==> config.mk <==
export PLATFORM = sky130hd
export DESIGN_NAME = vram_fill_engine
export DESIGN_NICKNAME = d
export VERILOG_FILES = /design/src/rtl/vfe_pkg.sv /design/src/rtl/vfe_ctl_regs.sv /design/src/rtl/vfe_fill_seq.sv /design/src/rtl/vfe_port_mux.sv /design/src/rtl/vram_fill_engine.sv
export SDC_FILE = /design/constraint.sdc
export NUM_CORES = 1
export LEC_CHECK = 0
export BUFFER_PORTS_ARGS = -buffer_cell sky130_fd_sc_hd__clkbuf_2
export CORE_MARGIN = 2
export CORE_UTILIZATION = 58
export CTS_CLUSTER_SIZE = 14
export DETAILED_ROUTE_END_ITERATION = 10
export MAX_ROUTING_LAYER = met4
export PLACE_DENSITY = 0.8
export REMOVE_ABC_BUFFERS = 1
export SLEW_MARGIN = 20
export SYNTH_ARGS = -nofsm -noshare
export SYNTH_HDL_FRONTEND = slang
export SYNTH_SLANG_ARGS = --single-unit
==> constraint.sdc <==
create_clock -name clk -period 2.4 [get_ports clk]
set_input_delay 0.36 -clock clk [delete_from_list [all_inputs] [get_ports clk]]
set_output_delay 0.36 -clock clk [all_outputs]
set_load 0.02 [all_outputs]
==> src/rtl/vfe_pkg.sv <==
package vfe_pkg;
  localparam int unsigned CTL_START_BIT = 6;
  localparam int unsigned CTL_WREN_BIT  = 7;

  typedef enum logic {
    SEQ_IDLE = 1'b0,
    SEQ_RUN  = 1'b1
  } seq_state_e;
endpackage

==> src/rtl/vfe_ctl_regs.sv <==
module vfe_ctl_regs
  import vfe_pkg::*;
#(
  parameter int unsigned DATA_W   = 8,
  parameter int unsigned ROMSEL_W = 4,
  parameter int unsigned PRM_AW   = 4,
  parameter int unsigned SEL_W    = 1
) (
  input  logic                clk,
  input  logic                rst_n,
  input  logic                ctl_we,
  input  logic [DATA_W-1:0]   ctl_wdata,
  input  logic                prm_we,
  input  logic [PRM_AW-1:0]   prm_addr,
  input  logic [DATA_W-1:0]   prm_wdata,
  output logic [DATA_W-1:0]   prm_rdata,
  output logic [ROMSEL_W-1:0] rom_bank,
  output logic                vwr_en,
  output logic                start_req,
  output logic [SEL_W-1:0]    prm_tgt,
  output logic [DATA_W-1:0]   prm_val
);
  localparam int unsigned PRM_DEPTH = 1 << PRM_AW;

  logic [ROMSEL_W-1:0] rom_bank_n;
  logic                vwr_en_n;
  logic [DATA_W-1:0]   prm_mem [PRM_DEPTH];
  logic                unused_ctl_bits;

  assign unused_ctl_bits = ^ctl_wdata;

  always_comb begin
    rom_bank_n = rom_bank;
    vwr_en_n   = vwr_en;
    if (ctl_we) begin
      rom_bank_n = ctl_wdata[ROMSEL_W-1:0];
      vwr_en_n   = ctl_wdata[CTL_WREN_BIT];
    end
  end

  always_ff @(posedge clk or negedge rst_n) begin
    if (!rst_n) begin
      rom_bank <= '0;
      vwr_en   <= 1'b0;
    end else begin
      rom_bank <= rom_bank_n;
      vwr_en   <= vwr_en_n;
    end
  end

  for (genvar g = 0; g < PRM_DEPTH; g++) begin : g_prm
    logic wr_hit;
    assign wr_hit = prm_we && (prm_addr == PRM_AW'(g));
    always_ff @(posedge clk or negedge rst_n) begin
      if (!rst_n) begin
        prm_mem[g] <= '0;
      end else if (wr_hit) begin
        prm_mem[g] <= prm_wdata;
      end
    end
  end

  assign prm_rdata = prm_mem[prm_addr];
  assign start_req = ctl_we && ctl_wdata[CTL_START_BIT];
  assign prm_tgt   = prm_mem[0][SEL_W-1:0];
  assign prm_val   = prm_mem[1];
endmodule

==> src/rtl/vfe_fill_seq.sv <==
module vfe_fill_seq
  import vfe_pkg::*;
#(
  parameter int unsigned AW     = 13,
  parameter int unsigned DATA_W = 8,
  parameter int unsigned SEL_W  = 1
) (
  input  logic              clk,
  input  logic              rst_n,
  input  logic              start_req,
  input  logic [SEL_W-1:0]  tgt_in,
  input  logic [DATA_W-1:0] val_in,
  output logic              busy,
  output logic [AW-1:0]     fill_cnt,
  output logic [SEL_W-1:0]  fill_bank,
  output logic [DATA_W-1:0] fill_val
);
  seq_state_e        state, state_n;
  logic [AW-1:0]     cnt_n;
  logic [SEL_W-1:0]  bank_n;
  logic [DATA_W-1:0] val_n;
  logic              last_addr;

  assign last_addr = &fill_cnt;

  always_comb begin
    state_n = state;
    cnt_n   = fill_cnt;
    bank_n  = fill_bank;
    val_n   = fill_val;
    unique case (state)
      SEQ_IDLE: begin
        if (start_req) begin
          state_n = SEQ_RUN;
          cnt_n   = '0;
          bank_n  = tgt_in;
          val_n   = val_in;
        end
      end
      SEQ_RUN: begin
        cnt_n = fill_cnt + 1'b1;
        if (last_addr) begin
          state_n = SEQ_IDLE;
        end
      end
      default: state_n = SEQ_IDLE;
    endcase
  end

  always_ff @(posedge clk or negedge rst_n) begin
    if (!rst_n) begin
      state     <= SEQ_IDLE;
      fill_cnt  <= '0;
      fill_bank <= '0;
      fill_val  <= '0;
    end else begin
      state     <= state_n;
      fill_cnt  <= cnt_n;
      fill_bank <= bank_n;
      fill_val  <= val_n;
    end
  end

  assign busy = (state == SEQ_RUN);
endmodule

==> src/rtl/vfe_port_mux.sv <==
module vfe_port_mux #(
  parameter int unsigned AW        = 13,
  parameter int unsigned DATA_W    = 8,
  parameter int unsigned NUM_BANKS = 2,
  parameter int unsigned SEL_W     = 1
) (
  input  logic                                busy,
  input  logic [AW-1:0]                       fill_cnt,
  input  logic [SEL_W-1:0]                    fill_bank,
  input  logic [DATA_W-1:0]                   fill_val,
  input  logic                                vwr_en,
  input  logic                                host_vwe,
  input  logic [SEL_W-1:0]                    host_vbank,
  input  logic [AW-1:0]                       host_vaddr,
  input  logic [DATA_W-1:0]                   host_vdata,
  output logic [NUM_BANKS-1:0]                vram_we,
  output logic [NUM_BANKS-1:0][AW-1:0]        vram_addr,
  output logic [NUM_BANKS-1:0][DATA_W-1:0]    vram_data
);
  for (genvar b = 0; b < NUM_BANKS; b++) begin : g_bank
    logic fill_hit;
    logic host_hit;
    assign fill_hit     = busy && (fill_bank == SEL_W'(b));
    assign host_hit     = host_vwe && vwr_en && (host_vbank == SEL_W'(b));
    assign vram_we[b]   = fill_hit || host_hit;
    assign vram_addr[b] = fill_hit ? fill_cnt : host_vaddr;
    assign vram_data[b] = fill_hit ? fill_val : host_vdata;
  end
endmodule

==> src/rtl/vram_fill_engine.sv <==
module vram_fill_engine #(
  parameter int unsigned BANK_AW   = 13,
  parameter int unsigned DATA_W    = 8,
  parameter int unsigned NUM_BANKS = 2,
  parameter int unsigned ROMSEL_W  = 4,
  parameter int unsigned PRM_AW    = 4,
  localparam int unsigned SEL_W    = (NUM_BANKS > 1) ? $clog2(NUM_BANKS) : 1
) (
  input  logic                             clk,
  input  logic                             rst_n,
  input  logic                             ctl_we,
  input  logic [DATA_W-1:0]                ctl_wdata,
  input  logic                             prm_we,
  input  logic [PRM_AW-1:0]                prm_addr,
  input  logic [DATA_W-1:0]                prm_wdata,
  output logic [DATA_W-1:0]                prm_rdata,
  input  logic                             host_vwe,
  input  logic [SEL_W-1:0]                 host_vbank,
  input  logic [BANK_AW-1:0]               host_vaddr,
  input  logic [DATA_W-1:0]                host_vdata,
  output logic [ROMSEL_W-1:0]              rom_bank,
  output logic                             vram_wr_en,
  output logic                             busy,
  output logic [NUM_BANKS-1:0]             vram_we,
  output logic [NUM_BANKS-1:0][BANK_AW-1:0] vram_addr,
  output logic [NUM_BANKS-1:0][DATA_W-1:0]  vram_data
);
  logic               start_req;
  logic [SEL_W-1:0]   prm_tgt;
  logic [DATA_W-1:0]  prm_val;
  logic [BANK_AW-1:0] fill_cnt;
  logic [SEL_W-1:0]   fill_bank;
  logic [DATA_W-1:0]  fill_val;

  vfe_ctl_regs #(
    .DATA_W(DATA_W), .ROMSEL_W(ROMSEL_W), .PRM_AW(PRM_AW), .SEL_W(SEL_W)
  ) u_regs (
    .clk(clk), .rst_n(rst_n),
    .ctl_we(ctl_we), .ctl_wdata(ctl_wdata),
    .prm_we(prm_we), .prm_addr(prm_addr), .prm_wdata(prm_wdata),
    .prm_rdata(prm_rdata),
    .rom_bank(rom_bank), .vwr_en(vram_wr_en),
    .start_req(start_req), .prm_tgt(prm_tgt), .prm_val(prm_val)
  );

  vfe_fill_seq #(
    .AW(BANK_AW), .DATA_W(DATA_W), .SEL_W(SEL_W)
  ) u_seq (
    .clk(clk), .rst_n(rst_n),
    .start_req(start_req), .tgt_in(prm_tgt), .val_in(prm_val),
    .busy(busy), .fill_cnt(fill_cnt), .fill_bank(fill_bank), .fill_val(fill_val)
  );

  vfe_port_mux #(
    .AW(BANK_AW), .DATA_W(DATA_W), .NUM_BANKS(NUM_BANKS), .SEL_W(SEL_W)
  ) u_mux (
    .busy(busy), .fill_cnt(fill_cnt), .fill_bank(fill_bank), .fill_val(fill_val),
    .vwr_en(vram_wr_en),
    .host_vwe(host_vwe), .host_vbank(host_vbank),
    .host_vaddr(host_vaddr), .host_vdata(host_vdata),
    .vram_we(vram_we), .vram_addr(vram_addr), .vram_data(vram_data)
  );
endmodule

==> flow_summary.json <==
{
  "ys_seq_area_share_pct": 51.6,
  "via_count": 4889,
  "drt-vias-per-instance": 6.09,
  "dpl.hpwl_microns": 11400,
  "yosys.area.top_type": "dfrtp_1",
  "area_growth_pct": 17.7,
  "yosys.area.top_type_share_pct": 51.6,
  "maxCapViolCount": 0,
  "max_slew.worst_pin.slew_ns": 0.767,
  "syn_avg_cell_area_sq_um": 14.7,
  "coreArea_sq_um": 12700,
  "grt_use_total_pct": 25.9,
  "first_iter_violations": 342,
  "ys_ff_latch": 156,
  "dieArea_sq_um": 14000,
  "cts_resized": 0,
  "clock_power_share_pct": 36.7,
  "powerDensity_nw_per_um2": 830,
  "drive_above_1_share_pct": 58.6,
  "clk_path_buf_depth": 2,
  "cts.sinks": 156,
  "cpMaxStageDelayCell": "mux4_2",
  "core.rowCount": 41,
  "post-route-min-period_ns": 2.24,
  "path_buf_inv": 1,
  "hold-worst-slack_ns": 0.171,
  "cpLargestDelayFamily": "multiplexers",
  "dieHeight_microns": 118,
  "die_w_microns": 118,
  "path_max_fanout": 3,
  "cpPeakStageDelay_ns": 0.47,
  "yosysMostFrequentCell": "mux2_2",
  "grt_max_degree": 74,
  "maxSlewHeadroom_pct": 48.7,
  "diodes": 0,
  "start_util_pct": 59.7,
  "drc": 0,
  "synth.distinct_cells": 36,
  "grt-ovfl-total": 0,
  "root_buffer": "clkbuf_16",
  "end_kind": "output pin",
  "grt_pass1_wl_microns": 27100,
  "min_path_type": "in2reg",
  "drt-pass1-iter-count": 4,
  "numCtsBuffers": 17,
  "seqPwrFrac_pct": 46.3,
  "p_leak_nw": 4.03,
  "worst_clock_skew_ns": 0.00360,
  "port_buffers": 102,
  "wire_per_inst_microns": 20.5,
  "gp_congestion": 0.777,
  "postRouteAntennaNets": 0,
  "final.setup.tns_ns": 0,
  "arrival_ns": 1.88,
  "status": "complete, no violations",
  "max_clock_freq_mhz": 446,
  "ir_drop_mv": 0.560,
  "intPower_mw": 5.61,
  "cp.required_ns": 2.04,
  "slew_viol_final": 0,
  "total_power_mw": 7.39,
  "async_flop_share_pct": 100,
  "grt_setup_unrepaired": "no",
  "fin_crit_sh_pct": 93.4,
  "path_cells": "mux4_2, a22oi_1, nand2_1, clkbuf_2",
  "p_sw_mw": 1.78,
  "postCtsSetupRepairBufs": 0,
  "synth_edf_count": 0,
  "finalSetupViolations": 0,
  "grt_pass1_vias": 5231,
  "critPathKind": "reg2out",
  "cts_tree": "built",
  "antenna_found_initial": 0,
  "swShare_pct": 24.1,
  "io_pins": 105,
  "startpoint_type": "register",
  "insertion_delay_ns": 0.42,
  "final_nets": 668,
  "drt-total-wl_microns": 16500,
  "htreeDepth": 4,
  "ys_top_cells_by_area": "dfrtp_1, mux2_2, mux4_2, a22oi_1, mux2_4",
  "synth_warnings": 0,
  "final_hold_viol_count": 0,
  "combPwrFrac_pct": 17.0,
  "clk_pin_slew_ns": 0.06,
  "synth_ff_type": "dfrtp_1",
  "synth_area_sq_um": 7560,
  "synth_cells": 516,
  "ys_top_cells_by_count": "mux2_2, dfrtp_1, mux4_2"
}
## flip-flops by register name, indices dropped and copies added (netlist names)
signal,flops
u_seq.fill_cnt,13
u_regs.rom_bank,4
u_seq.busy,1
u_regs.prm_val,8
u_seq.fill_bank,1
u_regs.vwr_en,1
u_regs.prm_mem,119
u_seq.fill_val,8
u_regs.prm_tgt,1
## power groups by stage
stage,registers [mW],clock network (mW),logic [mW]
global placement,3.40,0,1.20
finish,3.42,2.71,1.26
floorplan,3.36,0,0.884
CTS,3.42,2.75,1.27
detailed placement,3.46,0,1.26
global route,3.48,2.88,1.35
## routing by layer
metal | routed length, microns | global-route usage, %
met3 | 617 | 5.12
met4 | 352 | 9.49
met1 | 6810 | 31.5
met5 | 0 | -
met2 | 8700 | 43.1
## cells by family after synthesis
group / after synthesis / synth area share [%]
simple gates: 67 / 4.90
mux: 215 / 37.1
buf+inv: 36 / 2.18
flops: 156 / 51.6
fa+ha+maj: 1 / 0.165
compound gates: 39 / 3.77
xor+xnor: 2 / 0.232
## timing repair
action                                 in CTS  in global routing
endpoints found under the hold margin      67                  0
setup endpoints to repair                   0                  0
hold buffers                                1                  0
## final timing paths
path / startpoint / to / slack (ns) / depth (start not counted)
max: u_regs.prm_val[0] / prm_rdata[0] / 0.16 / 4
min: ctl_wdata[0] / u_regs.rom_bank[0] / 0.17 / 2
max reg2reg: u_seq.busy / u_seq.fill_cnt[6] / 0.52 / 4
min reg2reg: u_regs.prm_mem[9] / u_regs.prm_mem[9] / 0.50 / 1
max in group asynchronous: rst_n / u_regs.prm_mem[4] / 1.11 / 3
min in group asynchronous: rst_n / u_regs.prm_mem[13] / 0.52 / 2
## layout make-up
cell class                      instances  area (sq um)
Sequential cell                       156          3900
Tap cell                              172           215
Multi-Input combinational cell        324          3490
Timing Repair Buffer                  119           684
Fill cell                             850          3770
Inverter                                2          7.51
Clock buffer                           22           484
Clock inverter                          8           115
## cell usage in the layout (no fill, tap or decap), drive strengths merged, types with 5 or more instances in the layout
master,n
dfrtp,156
clkbuf,123
nand2,24
a22oi,17
o21ai,7
nor2,11
mux4,32
nand2b,7
mux2,181
nand3,7
clkinv,5
buf,17
## stage by stage
stage / instances / utilization (%) / cell area [sq um] / setup WS (ns)
2_1_floorplan: 482 / - / 7410 / 0.271
3_3_place_gp: 772 / 65.5 / 8300 / 0.185
3_5_place_dp: 772 / 65.5 / 8300 / 0.193
4_1_cts: 803 / 70.3 / 8900 / 0.160
5_1_grt: 803 / 70.3 / 8900 / 0.0625
6_report: 803 / 70.3 / 8900 / 0.159
Note: power is estimated with default switching activity, not from simulation.
